$ cat config.mk
export PLATFORM = sky130hd
export DESIGN_NAME = cache_diag_port
export DESIGN_NICKNAME = d
export VERILOG_FILES = /design/src/rtl/cdiag_pkg.sv /design/src/rtl/cdiag_decode.sv /design/src/rtl/cdiag_resp.sv /design/src/rtl/cache_diag_port.sv
export SDC_FILE = /design/constraint.sdc
export NUM_CORES = 1
export LEC_CHECK = 0
export BUFFER_PORTS_ARGS = -buffer_cell sky130_fd_sc_hd__clkbuf_2
export CORE_AREA = 2 2 100 102
export CTS_CLUSTER_DIAMETER = 100
export DETAILED_ROUTE_END_ITERATION = 7
export DIE_AREA = 0 0 102 104
export GPL_ROUTABILITY_DRIVEN = 0
export PLACE_DENSITY = 0.49
export SYNTH_ARGS = -nofsm -noshare
export SYNTH_HDL_FRONTEND = slang
export SYNTH_HIERARCHICAL = 1
export SYNTH_SLANG_ARGS = --single-unit
$ cat constraint.sdc
create_clock -name clk -period 3.1 [get_ports clk]
set_clock_uncertainty 0.2 [all_clocks]
set_input_delay 0.93 -clock clk [delete_from_list [all_inputs] [get_ports clk]]
set_output_delay 0.93 -clock clk [all_outputs]
set_load 0.005 [all_outputs]
$ cat src/rtl/cdiag_pkg.sv
package cdiag_pkg;

    localparam int          TAG_LSB    = 12;
    localparam int          TAG_W      = 32 - TAG_LSB;
    localparam logic [5:0]  DIAG_SPACE = 6'h03;   // codes 0x0C..0x0F
    localparam logic [7:0]  TRAP_FLUSH = 8'h09;

    typedef enum logic [1:0] {
        SEL_ITAG  = 2'd0,
        SEL_IDATA = 2'd1,
        SEL_DTAG  = 2'd2,
        SEL_DDATA = 2'd3
    } arr_sel_e;

    typedef struct packed {
        logic     hit;     // space code is diagnostic
        logic     write;
        arr_sel_e sel;
    } diag_cmd_t;

    function automatic logic is_diag_space(input logic [7:0] code);
        return code[7:2] == DIAG_SPACE;
    endfunction

    function automatic logic is_tag_array(input arr_sel_e s);
        return s == SEL_ITAG || s == SEL_DTAG;
    endfunction

endpackage

$ cat src/rtl/cdiag_decode.sv
module cdiag_decode
    import cdiag_pkg::*;
#(
    parameter int WAY_W  = 2,
    parameter int LINE_W = 7,
    parameter int WORD_W = 3
) (
    input  logic              req_valid,
    input  logic              req_write,
    input  logic [7:0]        req_asi,
    input  logic [31:0]       req_addr,
    output diag_cmd_t         cmd,
    output logic [WAY_W-1:0]  way,
    output logic [LINE_W-1:0] line,
    output logic [WORD_W-1:0] word
);
    localparam int WORD_LSB = 2;
    localparam int LINE_LSB = WORD_LSB + WORD_W;
    localparam int WAY_LSB  = LINE_LSB + LINE_W;

    always_comb begin
        cmd.hit   = req_valid && is_diag_space(req_asi);
        cmd.write = req_write;
        cmd.sel   = arr_sel_e'(req_asi[1:0]);
        word      = req_addr[WORD_LSB +: WORD_W];
        line      = req_addr[LINE_LSB +: LINE_W];
        way       = req_addr[WAY_LSB  +: WAY_W];
    end

    always_comb begin
        if (req_valid && !is_diag_space(req_asi))
            p_foreign_space_r8: assert (!cmd.hit);
    end
endmodule

$ cat src/rtl/cdiag_resp.sv
module cdiag_resp
    import cdiag_pkg::*;
#(
    parameter int VLD_W = 8
) (
    input  logic             clk,
    input  logic             rst,
    input  diag_cmd_t        cmd,
    input  logic             flush_active,
    input  logic [TAG_W-1:0] rd_tag,
    input  logic [VLD_W-1:0] rd_vld,
    input  logic [31:0]      rd_data,
    output logic             rsp_valid,
    output logic [31:0]      rsp_rdata,
    output logic             trap,
    output logic [7:0]       trap_code
);
    localparam int GAP_W = TAG_LSB - VLD_W;

    logic was_tag;

    always_ff @(posedge clk) begin
        if (rst) begin
            rsp_valid <= 1'b0;
            trap      <= 1'b0;
            was_tag   <= 1'b0;
        end else begin
            rsp_valid <= cmd.hit && !cmd.write && !flush_active;
            trap      <= cmd.hit && flush_active;
            was_tag   <= is_tag_array(cmd.sel);
        end
    end

    always_comb begin
        trap_code = trap ? TRAP_FLUSH : 8'h00;
        if (!rsp_valid)
            rsp_rdata = '0;
        else if (was_tag)
            rsp_rdata = {rd_tag, {GAP_W{1'b0}}, rd_vld};
        else
            rsp_rdata = rd_data;
    end

    p_trap_excl_r7: assert property (@(posedge clk) disable iff (rst)
        trap |-> !rsp_valid);
    p_flush_trap_r7: assert property (@(posedge clk) disable iff (rst)
        (cmd.hit && flush_active) |=> (trap && trap_code == TRAP_FLUSH));
    p_write_silent_r9: assert property (@(posedge clk) disable iff (rst)
        (cmd.hit && cmd.write) |=> !rsp_valid);
endmodule

$ cat src/rtl/cache_diag_port.sv
module cache_diag_port
    import cdiag_pkg::*;
#(
    parameter int WAY_BYTES  = 4096,
    parameter int LINE_BYTES = 32,
    parameter int NWAYS      = 4,
    localparam int VLD_W  = LINE_BYTES / 4,
    localparam int WORD_W = $clog2(VLD_W),
    localparam int LINE_W = $clog2(WAY_BYTES / LINE_BYTES),
    localparam int WAY_W  = $clog2(NWAYS)
) (
    input  logic              clk,
    input  logic              rst,
    input  logic              req_valid,
    input  logic              req_write,
    input  logic [7:0]        req_asi,
    input  logic [31:0]       req_addr,
    input  logic [31:0]       req_wdata,
    input  logic              flush_active,
    output logic              arr_en,
    output logic              arr_we,
    output logic [1:0]        arr_sel,
    output logic [WAY_W-1:0]  arr_way,
    output logic [LINE_W-1:0] arr_line,
    output logic [WORD_W-1:0] arr_word,
    output logic [19:0]       tag_wr,
    output logic [VLD_W-1:0]  vld_wr,
    output logic [31:0]       dat_wr,
    input  logic [19:0]       rd_tag,
    input  logic [VLD_W-1:0]  rd_vld,
    input  logic [31:0]       rd_data,
    output logic              rsp_valid,
    output logic [31:0]       rsp_rdata,
    output logic              trap,
    output logic [7:0]        trap_code
);
    initial begin
        if (VLD_W > TAG_LSB || NWAYS < 2 || WAY_BYTES < 2 * LINE_BYTES)
            $error("cache_diag_port: unsupported geometry");
    end

    diag_cmd_t cmd;

    cdiag_decode #(.WAY_W(WAY_W), .LINE_W(LINE_W), .WORD_W(WORD_W)) u_dec (
        .req_valid (req_valid),
        .req_write (req_write),
        .req_asi   (req_asi),
        .req_addr  (req_addr),
        .cmd       (cmd),
        .way       (arr_way),
        .line      (arr_line),
        .word      (arr_word)
    );

    always_comb begin
        arr_en  = cmd.hit && !flush_active;
        arr_we  = arr_en && cmd.write;
        arr_sel = cmd.sel;
        tag_wr  = req_wdata[31:TAG_LSB];
        vld_wr  = req_wdata[VLD_W-1:0];
        dat_wr  = req_wdata;
    end

    cdiag_resp #(.VLD_W(VLD_W)) u_rsp (
        .clk          (clk),
        .rst          (rst),
        .cmd          (cmd),
        .flush_active (flush_active),
        .rd_tag       (rd_tag),
        .rd_vld       (rd_vld),
        .rd_data      (rd_data),
        .rsp_valid    (rsp_valid),
        .rsp_rdata    (rsp_rdata),
        .trap         (trap),
        .trap_code    (trap_code)
    );

    p_no_en_flush_r7: assert property (@(posedge clk) disable iff (rst)
        flush_active |-> !arr_en);
    p_read_answers_r5: assert property (@(posedge clk) disable iff (rst)
        (arr_en && !arr_we) |=> rsp_valid);
    p_sel_map_r1: assert property (@(posedge clk) disable iff (rst)
        (arr_en && req_asi == 8'h0E) |-> arr_sel == 2'd2);
    p_tag_fields_r3: assert property (@(posedge clk) disable iff (rst)
        (arr_we && !arr_sel[0]) |-> (tag_wr == req_wdata[31:12] && vld_wr == req_wdata[VLD_W-1:0]));
endmodule

# Word level (Yosys, flattened, before mapping)
# Cells that the tools add are included.
[word_totals]
regBits = 3
out_inout_bits = 118
[classes]
eq_ne = 2
mux = 3
n_reduce_logical = 10
[ops]
columns = ["operator", "count"]
rows = [
  ["32-bit 2-to-1 mux", 2],
  ["6-bit by 2-bit == test with 1-bit output (second input constant)", 1],
  ["1-bit logical AND", 6],
  ["4-bit 2-to-1 mux", 1],
  ["2-bit == test (second input constant)", 1],
  ["1-bit logical NOT", 2],
  ["2-bit logical NOT", 1],
  ["1-bit logical OR", 1],
]

# Logic depth before layout (Yosys ltp)
[logic_depth]
ltp_word = 4
ltp_mapped = 4
mapped_depth_nobuf = 3

# Cells and area by module
# Netlist, hierarchy kept.
[by_module_without_submodules]
columns = ["mod", "instances", "cells_per_inst", "area_per_inst_um2", "seq_area_each_um2"]
rows = [
  ["cdiag_resp", 1, 82, 678.2, 60.1],
  ["cache_diag_port", 1, 62, 465.4, 0.0],
  ["cdiag_decode", 1, 18, 136.4, 0.0],
]

# Worst setup path before layout
# OpenSTA, ideal clock, no wires.
[synth_timing]
path_kind = "input port to output port"
start = "input port req_asi[6]"
end = "output port arr_we"
arrival_time_ns = 1.839
t_required_ns = 1.970
slack_ns = 0.131
cell_stages = 3
cell_sequence = "or4b_1 > nor3_2 > and3b_1"
[synth_lines]
columns = ["item", "line", "rtl"]
rows = [
  ["start: declaration", "cache_diag_port.sv:16", "input logic [7:0] req_asi,"],
  ["end: declaration", "cache_diag_port.sv:21", "output logic arr_we,"],
]

==> results by group <==
Outcome
  – Status: complete, but fails checks
  – Failing checks: negative setup slack

Setup path
  – CP Launch Type: primary input
  – Req. time, crit path: 1.97 ns
  – Critical path arrival: 2.05 ns
  – Crit-path max FO: 4
  – Critical path class: in2out
  – CP endpoint kind: primary output

Power and ir drop
  – Psw: 58.89 uW
  – Power per cell area: 166.7 nW/um^2
  – Share of total power in the clock network: between 40% and 50%
  – Max IR drop VDD: 0.1996 mV
  – Overall Power: 238.8 uW
  – Sequential share of power: 18.4%
  – Pleak: 0.7739 nW
  – Cell Int Power: 180.0 uW
  – Comb pwr share: approximately 34%
  – Switching share of power: 24.65%

Yosys
  – Cell Area, Synth: 1280 um^2
  – Largest area contributor in the netlist: buf_4
  – Ys flop type: dfxtp_1
  – Post-synthesis sequential area ratio: 4.692%
  – Area share of the largest cell type after synthesis: 49.27%
  – Seq cells post-synth: 3
  – Synth Warn #: 6
  – Post-synthesis cell type count: 16
  – Synthesized area per cell: 7.901 um^2
  – Most common cell in the synthesized netlist: buf_4
  – Mapped Cells: 162
  – Post-synth EDFFs: 0
  – Synth area leaders: buf_4 49%, mux2i_1 22%, nor2b_1 15%
  – Synth cell count leaders: 84 x buf_4, 30 x nor2b_1, 28 x mux2i_1
  – Post-synth ARST share: 0%

Floorplan
  – Initial Util: 13.40%
  – Std-Cell Rows: 36
  – Io pins: 255
  – Core ar.: ~9500 um^2
  – Die H: 104 um
  – Total die area: 10610 um^2
  – Die X: 102 um

Layout
  – Antenna Cells: 0
  – Share of post-route cells with drive strength above 1: 61.34%
  – Final nets: 332
  – Layout area overhead: 11.93%
  – Final instance area: between 1000 and 1500 um^2
  – Fin cells: 327

Clock tree
  – H-tree depth: 1
  – Root buffer cell: clkbuf_8
  – Clock-pin slew on the worst setup and hold paths: ~0.030 ns
  – Hold_buf cts: 0
  – Max Buffers Root-to-Sink: 2
  – CTS tree: yes
  – Sinks on the clock net: 3
  – Cts bufs inserted: 3

Route
  – Average wire per standard cell: 9.006 um
  – Post-DRT Antenna Nets: 0
  – DR vias/cell: around 3.2
  – Vias: between 1k and 1.5k
  – Pre-Repair DR Iteration Count: 2
  – # DRC: 0
  – Drt total wl: 2945 um
  – Starting DRT DRC Count: 25

STA
  – Hold_ws: slightly below 0.7 ns
  – Slew Viols, Final: 0
  – Post-route minimum period: 3.178 ns
  – F_max: 314.7 MHz
  – Final setup vio count: 2
  – Slew margin rel.: a little under three fifths
  – Worst slew pin tran: 0.6421 ns
  – Setup TNS: -0.1478 ns
  – Final worst slack: -0.07802 ns
  – Final Hold Vio Count: 0
  – Final critical-path share of the clock period: 102.5%
  – RSZ-0062 raised after global routing: yes

GRT
  – GRT Util Overall: 4.517%
  – Antenna violations before repair: 0
  – Grt total ovfl: 0
  – First-pass GRT wire length: slightly above 4000 um
  – Largest net degree at the start of global routing: 20
  – Vias in the first global route: roughly 950

Placement
  – Placed cell area: 1375 um^2
  – Hpwl dp: roughly 2500 um
  – Placed Cells: 323
  – Port bufs: 110

Job
  – Max_cap viols: 0

Min path
  – Worst hold-check path type: in2reg
-- registers in the layout, summed over array words and instances (netlist names) --
register         count
u_rsp/rsp_valid      1
u_rsp/trap           1
u_rsp/was_tag        1
-- kinds of logic after synthesis --
logic type / after synthesis / share of synthesized area [%]
buf+inv: 89 / 52.30
simple gates: 41 / 20.82
mux: 28 / 21.90
other cells: 1 / 0.2930
flops: 3 / 4.692
-- final timing paths --
check	from	end	slack (ns)	cells after the start
setup / recovery	req_asi[4]	arr_we	-0.08	5
hold / removal	req_asi[0]	u_rsp/was_tag$_SDFF_PP0_	0.68	2
-- worst max-delay path: stages --
cell	delay [ns]
clkbuf_2	0.08
or4b_4	0.54
nor3_4	0.22
and3b_1	0.18
buf_2	0.10
-- routing by layer --
metal	up-vias	track usage (%)	wire, um
met5	-	0	0
met4	0	1.810	25
met3	7	1.747	407
met2	105	8.694	1493
met1	441	4.094	1019
li1	490	-	-
-- through the flow --
stage,util (%),setup WS (ns)
floorplan,-,0.1311
global placement,14.40,-0.08259
detailed placement,14.40,-0.1019
CTS,14.87,-0.1009
global route,15.00,-0.1416
finish,15.00,-0.07802
-- cell type report --
class | instances | area [um^2]
multi-input cells | 75 | 581.8
repair buffers | 112 | 578.1
fillers | 1115 | 8117
clock buffers | 4 | 45.04
well taps | 133 | 166.4
flip-flops and latches | 3 | 61.31
-- power by group through the flow --
stage	registers, mW	logic, mW	clock network [mW]
floorplan	0.0406	0.121	0
global placement	0.0446	0.0793	0
detailed placement	0.0446	0.0818	0
CTS	0.0441	0.0821	0.116
global route	0.0442	0.0918	0.117
finish	0.0439	0.0821	0.113
-- layout by cell type, fill, tap and decap left out, drive strengths merged --
cell type  synthesis  layout
or4b               1       1
nor2               1       1
nor2b             30      30
dfxtp              3       3
and3b              2       2
and2               4       4
conb               1       6
buf               87       3
nor4b              1       1
clkbuf             2     113
nor3               1       1
nand2              1       1
mux2i             28      28
-- timing repair --
item / in CTS / in global routing
pin swaps: 1 / 3
gates resized for setup: 0 / 4
endpoints found under the setup margin: 2 / 2
buffers inserted: 0 / 0
(Power assumes the default switching activity.)
